--- src/rtl/rsq_pkg.sv ---
package rsq_pkg;

    localparam int CAUSE_W = 5;

    typedef enum logic [1:0] {
        MODE_IDLE = 2'd0,
        MODE_LONG = 2'd1,
        MODE_WDT  = 2'd2,
        MODE_EXT  = 2'd3
    } rsq_mode_e;

    // Packed so that por is bit 0 and ext is bit 4.
    typedef struct packed {
        logic ext;
        logic wdt;
        logic osc;
        logic pfail;
        logic por;
    } rsq_cause_t;

    function automatic logic is_long(rsq_cause_t s);
        return s.por | s.pfail | s.osc;
    endfunction

endpackage

--- src/rtl/rsq_sync.sv ---
module rsq_sync #(
    parameter int STAGES = 2
) (
    input  logic clk,
    input  logic rst,
    input  logic d_i,
    output logic q_o
);
    logic [STAGES-1:0] chain_q;

    generate
        if (STAGES == 1) begin : g_single
            always_ff @(posedge clk) begin
                if (rst) chain_q <= '0;
                else     chain_q <= d_i;
            end
        end else begin : g_chain
            always_ff @(posedge clk) begin
                if (rst) chain_q <= '0;
                else     chain_q <= {chain_q[STAGES-2:0], d_i};
            end
        end
    endgenerate

    assign q_o = chain_q[STAGES-1];
endmodule

--- src/rtl/rsq_mcycle.sv ---
module rsq_mcycle #(
    parameter int MC_CLKS = 4,
    parameter int NUM_MC  = 2
) (
    input  logic clk,
    input  logic rst,
    input  logic start_i,
    input  logic run_i,
    output logic done_o
);
    localparam int PW = (MC_CLKS > 1) ? $clog2(MC_CLKS) : 1;
    localparam int CW = (NUM_MC > 1) ? $clog2(NUM_MC) : 1;

    logic [PW-1:0] phase_q;
    logic [CW-1:0] mc_q;
    logic          tick;

    assign tick = (phase_q == PW'(MC_CLKS - 1));

    always_ff @(posedge clk) begin
        if (rst || start_i) begin
            phase_q <= '0;
            mc_q    <= '0;
        end else if (run_i) begin
            if (tick) begin
                phase_q <= '0;
                mc_q    <= mc_q + 1'b1;
            end else begin
                phase_q <= phase_q + 1'b1;
            end
        end
    end

    assign done_o = run_i & tick & (mc_q == CW'(NUM_MC - 1));

    // The sequencer must leave the watchdog mode before the cycle count passes its limit.
    assert_mc_bound_R4: assert property (@(posedge clk) disable iff (rst)
        run_i |-> (int'(mc_q) < NUM_MC));
endmodule

--- src/rtl/rsq_cause.sv ---
module rsq_cause
    import rsq_pkg::*;
(
    input  logic               clk,
    input  logic               rst,
    input  rsq_cause_t         set_i,
    input  logic [CAUSE_W-1:0] clr_i,
    output logic [CAUSE_W-1:0] cause_o
);
    logic [CAUSE_W-1:0] cause_q;
    logic [CAUSE_W-1:0] set_v;

    assign set_v = set_i;

    always_ff @(posedge clk) begin
        if (rst) cause_q <= '0;
        else     cause_q <= (cause_q & ~clr_i) | set_v;
    end

    assign cause_o = cause_q;

    assert_sticky_R8: assert property (@(posedge clk) disable iff (rst)
        1'b1 |=> (($past(cause_q & ~clr_i) & ~cause_q) == '0));
    assert_set_seen_R8: assert property (@(posedge clk) disable iff (rst)
        1'b1 |=> (($past(set_v) & ~cause_q) == '0));
    assert_clear_R9: assert property (@(posedge clk) disable iff (rst)
        1'b1 |=> (($past(clr_i & ~set_v) & cause_q) == '0));
endmodule

--- src/rtl/reset_pulse_sequencer.sv ---
module reset_pulse_sequencer
    import rsq_pkg::*;
#(
    parameter int LONG_CLKS   = 65536,
    parameter int MC_CLKS     = 4,
    parameter int WDT_MCYC    = 2,
    parameter int SYNC_STAGES = 2
) (
    input  logic               clk,
    input  logic               rst,
    input  logic               ext_rst_i,
    input  logic               wdt_tmo_i,
    input  logic               osc_fail_i,
    input  logic               pwr_fail_i,
    input  logic               por_i,
    input  logic [CAUSE_W-1:0] cause_clr_i,
    output logic               rst_n_o,
    output logic [CAUSE_W-1:0] cause_o
);
    localparam int LW = (LONG_CLKS > 1) ? $clog2(LONG_CLKS) : 1;

    logic       ext_s;
    rsq_cause_t src;
    logic       long_lvl;
    rsq_mode_e  mode_q, mode_d;
    logic [LW-1:0] lcnt_q, lcnt_d;
    logic       rst_n_q;
    logic       mc_start, mc_done;

    rsq_sync #(.STAGES(SYNC_STAGES)) u_sync (
        .clk (clk),
        .rst (rst),
        .d_i (ext_rst_i),
        .q_o (ext_s)
    );

    always_comb begin
        src.ext   = ext_s;
        src.wdt   = wdt_tmo_i;
        src.osc   = osc_fail_i;
        src.pfail = pwr_fail_i;
        src.por   = por_i;
    end

    assign long_lvl = is_long(src);

    rsq_mcycle #(.MC_CLKS(MC_CLKS), .NUM_MC(WDT_MCYC)) u_mcycle (
        .clk     (clk),
        .rst     (rst),
        .start_i (mc_start),
        .run_i   (mode_q == MODE_WDT),
        .done_o  (mc_done)
    );

    rsq_cause u_cause (
        .clk     (clk),
        .rst     (rst),
        .set_i   (src),
        .clr_i   (cause_clr_i),
        .cause_o (cause_o)
    );

    always_comb begin
        mode_d   = mode_q;
        lcnt_d   = lcnt_q;
        mc_start = 1'b0;
        if (long_lvl) begin
            mode_d = MODE_LONG;
            lcnt_d = LW'(LONG_CLKS - 1);
        end else begin
            unique case (mode_q)
                MODE_LONG: begin
                    if (lcnt_q == '0) mode_d = ext_s ? MODE_EXT : MODE_IDLE;
                    else              lcnt_d = lcnt_q - 1'b1;
                end
                MODE_WDT: begin
                    if (mc_done) mode_d = ext_s ? MODE_EXT : MODE_IDLE;
                end
                MODE_EXT: begin
                    if (!ext_s) begin
                        if (wdt_tmo_i) begin
                            mode_d   = MODE_WDT;
                            mc_start = 1'b1;
                        end else begin
                            mode_d = MODE_IDLE;
                        end
                    end
                end
                default: begin
                    if (wdt_tmo_i) begin
                        mode_d   = MODE_WDT;
                        mc_start = 1'b1;
                    end else if (ext_s) begin
                        mode_d = MODE_EXT;
                    end
                end
            endcase
        end
    end

    always_ff @(posedge clk) begin
        if (rst) begin
            mode_q  <= MODE_IDLE;
            lcnt_q  <= '0;
            rst_n_q <= 1'b0;
        end else begin
            mode_q  <= mode_d;
            lcnt_q  <= lcnt_d;
            rst_n_q <= (mode_d == MODE_IDLE);
        end
    end

    assign rst_n_o = rst_n_q;

    assert_long_low_R2: assert property (@(posedge clk) disable iff (rst)
        long_lvl |=> !rst_n_o);
    assert_wdt_low_R4: assert property (@(posedge clk) disable iff (rst)
        (rst_n_o && wdt_tmo_i) |=> !rst_n_o);
    assert_no_shorten_R5: assert property (@(posedge clk) disable iff (rst)
        (mode_q == MODE_LONG && lcnt_q != '0) |=> (mode_q == MODE_LONG));
    assert_ext_hold_R7: assert property (@(posedge clk) disable iff (rst)
        ext_s |=> !rst_n_o);
    assert_ext_release_R6: assert property (@(posedge clk) disable iff (rst)
        (mode_q == MODE_EXT && !ext_s && !wdt_tmo_i && !long_lvl) |=> rst_n_o);
endmodule

--- config.mk ---
export PLATFORM = sky130hd
export DESIGN_NAME = reset_pulse_sequencer
export DESIGN_NICKNAME = d
export VERILOG_FILES = /design/src/rtl/rsq_pkg.sv /design/src/rtl/rsq_sync.sv /design/src/rtl/rsq_mcycle.sv /design/src/rtl/rsq_cause.sv /design/src/rtl/reset_pulse_sequencer.sv
export SDC_FILE = /design/constraint.sdc
export NUM_CORES = 1
export LEC_CHECK = 0
export BUFFER_PORTS_ARGS = -buffer_cell sky130_fd_sc_hd__buf_4
export CAP_MARGIN = 10
export CORE_ASPECT_RATIO = 0.75
export CORE_MARGIN = 3
export CORE_UTILIZATION = 35
export DETAILED_ROUTE_END_ITERATION = 12
export GPL_ROUTABILITY_DRIVEN = 0
export GPL_TIMING_DRIVEN = 1
export PLACE_DENSITY = 0.51
export SLEW_MARGIN = 10
export SYNTH_ARGS = -nofsm -noshare
export SYNTH_HDL_FRONTEND = slang
export SYNTH_SLANG_ARGS = --single-unit
--- constraint.sdc ---
create_clock -name clk -period 4.94 [get_ports clk]
set_input_delay 0.494 -clock clk [delete_from_list [all_inputs] [get_ports clk]]
set_output_delay 0.494 -clock clk [all_outputs]
set_load 0.02 [all_outputs]
## Word level (Yosys, flattened, before mapping)

Cells that the tools add are included.

- Flip-flop bits (word level): 29
- Bits of input ports: 12
- Output and inout port bits: 6

- Add/sub/neg operators: 3
- Equality and inequality tests: 5
- Muxes and demuxes: 17
- Bitwise operators: 7
- Reductions and logical operators: 7

Operator list:

| kind | count |
|---|---|
| two-way mux 16 bit | 3 |
| two-way mux 2 bit | 9 |
| zero test 16 bit | 1 |
| subtractor 16 x 1 -> 16 bit, second input constant | 1 |
| == test 2 bit, second input constant | 3 |
| one-hot mux 2 bit (3 select lines) | 1 |
| bitwise AND 5 bit | 1 |
| inverter 5 bit | 1 |
| bitwise OR 5 bit | 1 |
| AND reduction 2 bit | 2 |
| two-way mux 1 bit | 3 |
| adder 2 x 1 -> 2 bit, second input constant | 1 |
| bitwise AND 1 bit | 2 |
| == test 2 x 1 -> 1 bit, second input constant | 1 |
| zero test 2 bit | 1 |
| != test 2 bit, second input constant | 1 |
| bitwise OR 1 bit | 2 |
| one-hot mux 1 bit (2 select lines) | 1 |
| nonzero test 2 bit | 1 |
| OR reduction 2 bit | 1 |
| adder 1 bit, second input constant | 1 |
| logical OR 1 bit | 1 |

## Logic depth before layout (Yosys ltp)

- Word-level depth: 7
- Gate-level depth with buffers: 7

## By module

From an unflattened synthesis, not the netlist that was laid out.

- Cell total of the unflattened synthesis: 169
- Area total of the unflattened synthesis: 1496.4 sq um

By module, submodules not included:

| module | instances | cells each | area each (sq um) | sequential area each (sq um) |
|---|---|---|---|---|
| reset_pulse_sequencer | 1 | 131 | 1123.6 | 380.4 |
| rsq_cause | 1 | 20 | 175.2 | 100.1 |
| rsq_mcycle | 1 | 14 | 145.1 | 60.1 |
| rsq_sync | 1 | 4 | 52.6 | 40.0 |

## Worst setup path before layout

OpenSTA, ideal clock, no wires.

- Kind: reg-to-reg
- From: register lcnt_q[0]
- To: register lcnt_q[15]
- Setup time: 0.074 ns
- Data arrival time: 1.695 ns
- Required time: 4.866 ns
- Path slack: 3.171 ns
- Stages on the path, launching flop included: 7
- Cells stage by stage: dfxtp_1 > inv_1 > ha_1 > nor4b_2 > or4_1 > or3_1 > a31oi_1

- Longest elaborated chain between the ends: 4
- Elaborated cells between the ends (all ways): 7
- Those cells by class: add/sub: 1; eq/ne: 1; mux: 3; reduce/logical: 2

Ends and longest elaborated chain:

| item | RTL line | RTL |
|---|---|---|
| start: declaration | reset_pulse_sequencer.sv:26 | `logic [LW-1:0] lcnt_q, lcnt_d;` |
| start signal: assignment | reset_pulse_sequencer.sv:108 | `lcnt_q <= lcnt_d;` |
| subtractor 16 x 1 -> 16 bit | reset_pulse_sequencer.sv:74 | `else lcnt_d = lcnt_q - 1'b1;` |
| two-way mux 16 bit | reset_pulse_sequencer.sv:73 | `if (lcnt_q == '0) mode_d = ext_s ? MODE_EXT : MODE_IDLE;` |
| two-way mux 16 bit | reset_pulse_sequencer.sv:71 | `unique case (mode_q)` |
| two-way mux 16 bit | reset_pulse_sequencer.sv:67 | `if (long_lvl) begin` |

Several ways; a longest one is shown, not always the timed one. The select of a mux whose other input is x is not followed.
A chain may end at the register's enable or synchronous reset.

## Final worst setup path

- From: register lcnt_q[0]
- To: register lcnt_q[1]

The elaborated chain is that of the path after synthesis.

==> results_dict.tcl <==
set metrics [dict create \
    synthArstFlopShare_pct 0 \
    die_area_sq_um 4860 \
    path_buf_inv 1 \
    path_max_fanout 11 \
    ys_ff_latch 29 \
    synth_ff_type "dfxtp_1" \
    cts_buffers 5 \
    synth_top_area_share_pct 40.9 \
    grt_antenna_before_repair 0 \
    synth_common_cells "dfxtp_1, a31oi_1, nor2_1" \
    status "completed" \
    drt-total-wl_microns 3430 \
    max_slew_margin_pct 57.6 \
    ios 18 \
    drc 0 \
    post-place-ws_ps 2920 \
    path_clk_slew_ps 60 \
    drt_iter0_markers 93 \
    fin_tns_setup_ps 0 \
    worst_hold_path.num_cells 2 \
    setup_slack_ps 2890 \
    cts_setup_buffers 0 \
    p_sw_share_pct 25.2 \
    synth_edf_count 0 \
    r2r_setup_slack_ps 2890 \
    grt_pass1_wl_microns 5950 \
    hold_path.class "in2reg" \
    gr-total-overflow 0 \
    fin_worst_skew_ps 4.43 \
    core_sq_um 3780 \
    power_frac_seq_pct 49.3 \
    maxCapViolCount 0 \
    required_ps 5120 \
    portBuffers 17 \
    fmax_mhz 488 \
    root_buffer "clkbuf_8" \
    endpoint_kind "flip-flop" \
    viasPerCell 5.62 \
    cts_buffer_depth 2 \
    synth.distinct_cells 39 \
    min_period_over_period_pct 41.5 \
    pwr-share-clk_pct 40.3 \
    rsz0062_at_grt "false" \
    die_h_microns 61.1 \
    routedWlPerCell_microns 14.7 \
    ys_top_cells_by_area "dfxtp_1, a31oi_1, a21oi_1, o21ai_0, nor2_1" \
    final_hold_viol_count 0 \
    dr.pass1.iters 4 \
    max_slew.worst_pin.slew_ps 631 \
    final_antenna_net_count 0 \
    reg2reg_to "lcnt_q[1]$_SDFFE_PP0P_" \
    globalRouteTotalUtil_pct 16.1 \
    tritoncts "built" \
    reg2reg_from "lcnt_q[0]$_SDFFE_PP0P_" \
    crit_family "simple AND/OR/NAND/NOR gates" \
    drv_slew 0 \
    hold_end "u_sync.chain_q[0]$_SDFF_PP0_" \
    critPathMaxStageDelay_ps 510 \
    slowest_stage "and4_1" \
    hold_buffers 0 \
    start_kind "flip-flop" \
    synthCells 161 \
    nets 196 \
    ys_seq_area_share_pct 40.9 \
    p_per_area_nw_per_um2 313 \
    dr_total_vias 1316 \
    combPwrFrac_pct 10.4 \
    p_sw_mw 0.134 \
    setup_viol 0 \
    p_leak_nw 0.636 \
    internal_power_mw 0.398 \
    ir_worst_vdd_v 0.000164 \
    syn_area_sq_um 1420 \
    worstSetupPathType "reg2reg" \
    synthesis.nets 176 \
    grt_pass1_vias 1233 \
    worstRegToRegCells 6 \
    crit_chain "inv_1 > ha_1 > nor4b_2 > and4_1 > nor2_1 > a311oi_1" \
    hp-start "ext_rst_i" \
    grt_max_degree 28 \
    yosys.area.top_type "dfxtp_1" \
    dp_hpwl_microns 2450 \
    drive_above_1_share_pct 19.2 \
    syn_avg_cell_area_sq_um 8.81 \
    yosys.cell_count.top_type "dfxtp_1" \
    cts_max_level 2 \
    antenna_cells 0 \
    clk_latency_ps 280 \
    synthToLayoutAreaGrowth_pct 19.8 \
    rows 19 \
    die_w_microns 79.5 \
    layout_min_cycle_time_ps 2050 \
    start_util_pct 37.5 \
    cts_resized 0 \
    cts_sinks 29 \
    cp.arrival_ps 2230 \
    ys_warn_count 0 \
]
[metrics by stage]
stage | area [sq um] | utilization [%] | instances | hold slack, ps | power (mW)
after floorplan | 1420 | - | 161 | 414 | 0.299
after global placement | 1600 | 42.3 | 226 | 418 | 0.320
after detailed placement | 1600 | 42.3 | 226 | 428 | 0.323
after CTS | 1700 | 45.0 | 234 | 422 | 0.541
after global routing | 1700 | 45.0 | 234 | 438 | 0.558
final | 1700 | 45.0 | 234 | 428 | 0.532
[state kept, by name, indices dropped and copies added, names as in the netlist]
register          cells
mode_q                2
u_mcycle.phase_q      2
lcnt_q               16
u_sync.chain_q        2
u_mcycle.mc_q         1
u_cause.cause_o       5
rst_n_o               1
[kinds of logic (layout without fill, tap and decap cells)]
logic type,after synthesis,after routing,synth area share (%)
adder cells (fa/ha/maj),3,3,2.65
buffers and inverters,14,35,3.79
AO/OA/AOI/OAI,46,46,20.1
multiplexers,1,1,0.705
flip-flops,29,29,40.9
XOR/XNOR,1,1,0.617
AND/OR/NAND/NOR,67,67,31.2
[power by group through the flow]
stage	registers, mW	clock network [mW]	logic, mW
2_1_floorplan	0.266	0	0.0325
3_3_place_gp	0.266	0	0.0538
3_5_place_dp	0.267	0	0.0555
4_1_cts	0.262	0.223	0.0560
5_1_grt	0.265	0.230	0.0625
6_report	0.262	0.214	0.0555
[final cells by class]
class | count | area (sq um)
repair buffers | 18 | 135
clock buffers | 7 | 96.3
inverters | 9 | 33.8
fillers | 388 | 2080
well taps | 52 | 65.1
clock inverters | 1 | 5.00
flip-flops and latches | 29 | 581
multi-input cells | 118 | 785
[per-layer routing]
metal,GRT usage [%],part of all wire [%],vias up
li1,-,-,665
met1,21.2,52,613
met2,24.1,42,31
met3,4.68,4.8,7
met4,8.58,1.6,0
met5,0,0,-
[worst register-to-register path, cell delays in order, from the launching register on]
cell      delay, ps
dfxtp_1         340
inv_1           110
ha_1            170
nor4b_2         440
and4_1          510
nor2_1          110
a311oi_1        280
[how the worst max path moves through the flow]
stage                                       from                       to  slack [ps]  cells past startpoint
after global placement    lcnt_q[0]$_SDFFE_PP0P_   lcnt_q[1]$_SDFFE_PP0P_        3090                      6
after floorplan           lcnt_q[0]$_SDFFE_PP0P_  lcnt_q[15]$_SDFFE_PP0P_        3170                      6
after global routing      lcnt_q[0]$_SDFFE_PP0P_   lcnt_q[1]$_SDFFE_PP0P_        2700                      6
after detailed placement  lcnt_q[0]$_SDFFE_PP0P_   lcnt_q[1]$_SDFFE_PP0P_        2920                      6
after CTS                 lcnt_q[0]$_SDFFE_PP0P_   lcnt_q[1]$_SDFFE_PP0P_        2900                      6
final                     lcnt_q[0]$_SDFFE_PP0P_   lcnt_q[1]$_SDFFE_PP0P_        2890                      6
[placed cells by master, fill, tap and decap left out, drive strengths merged, types with 4 or more instances in the layout]
master,instances
o21ai,10
nor3,6
dfxtp,29
o31ai,5
or4,7
nor4,4
or3,7
buf,18
a31oi,13
nand2,6
clkbuf,7
nand4,5
inv,9
a21oi,10
nor2,13
(Power assumes the default switching activity.)
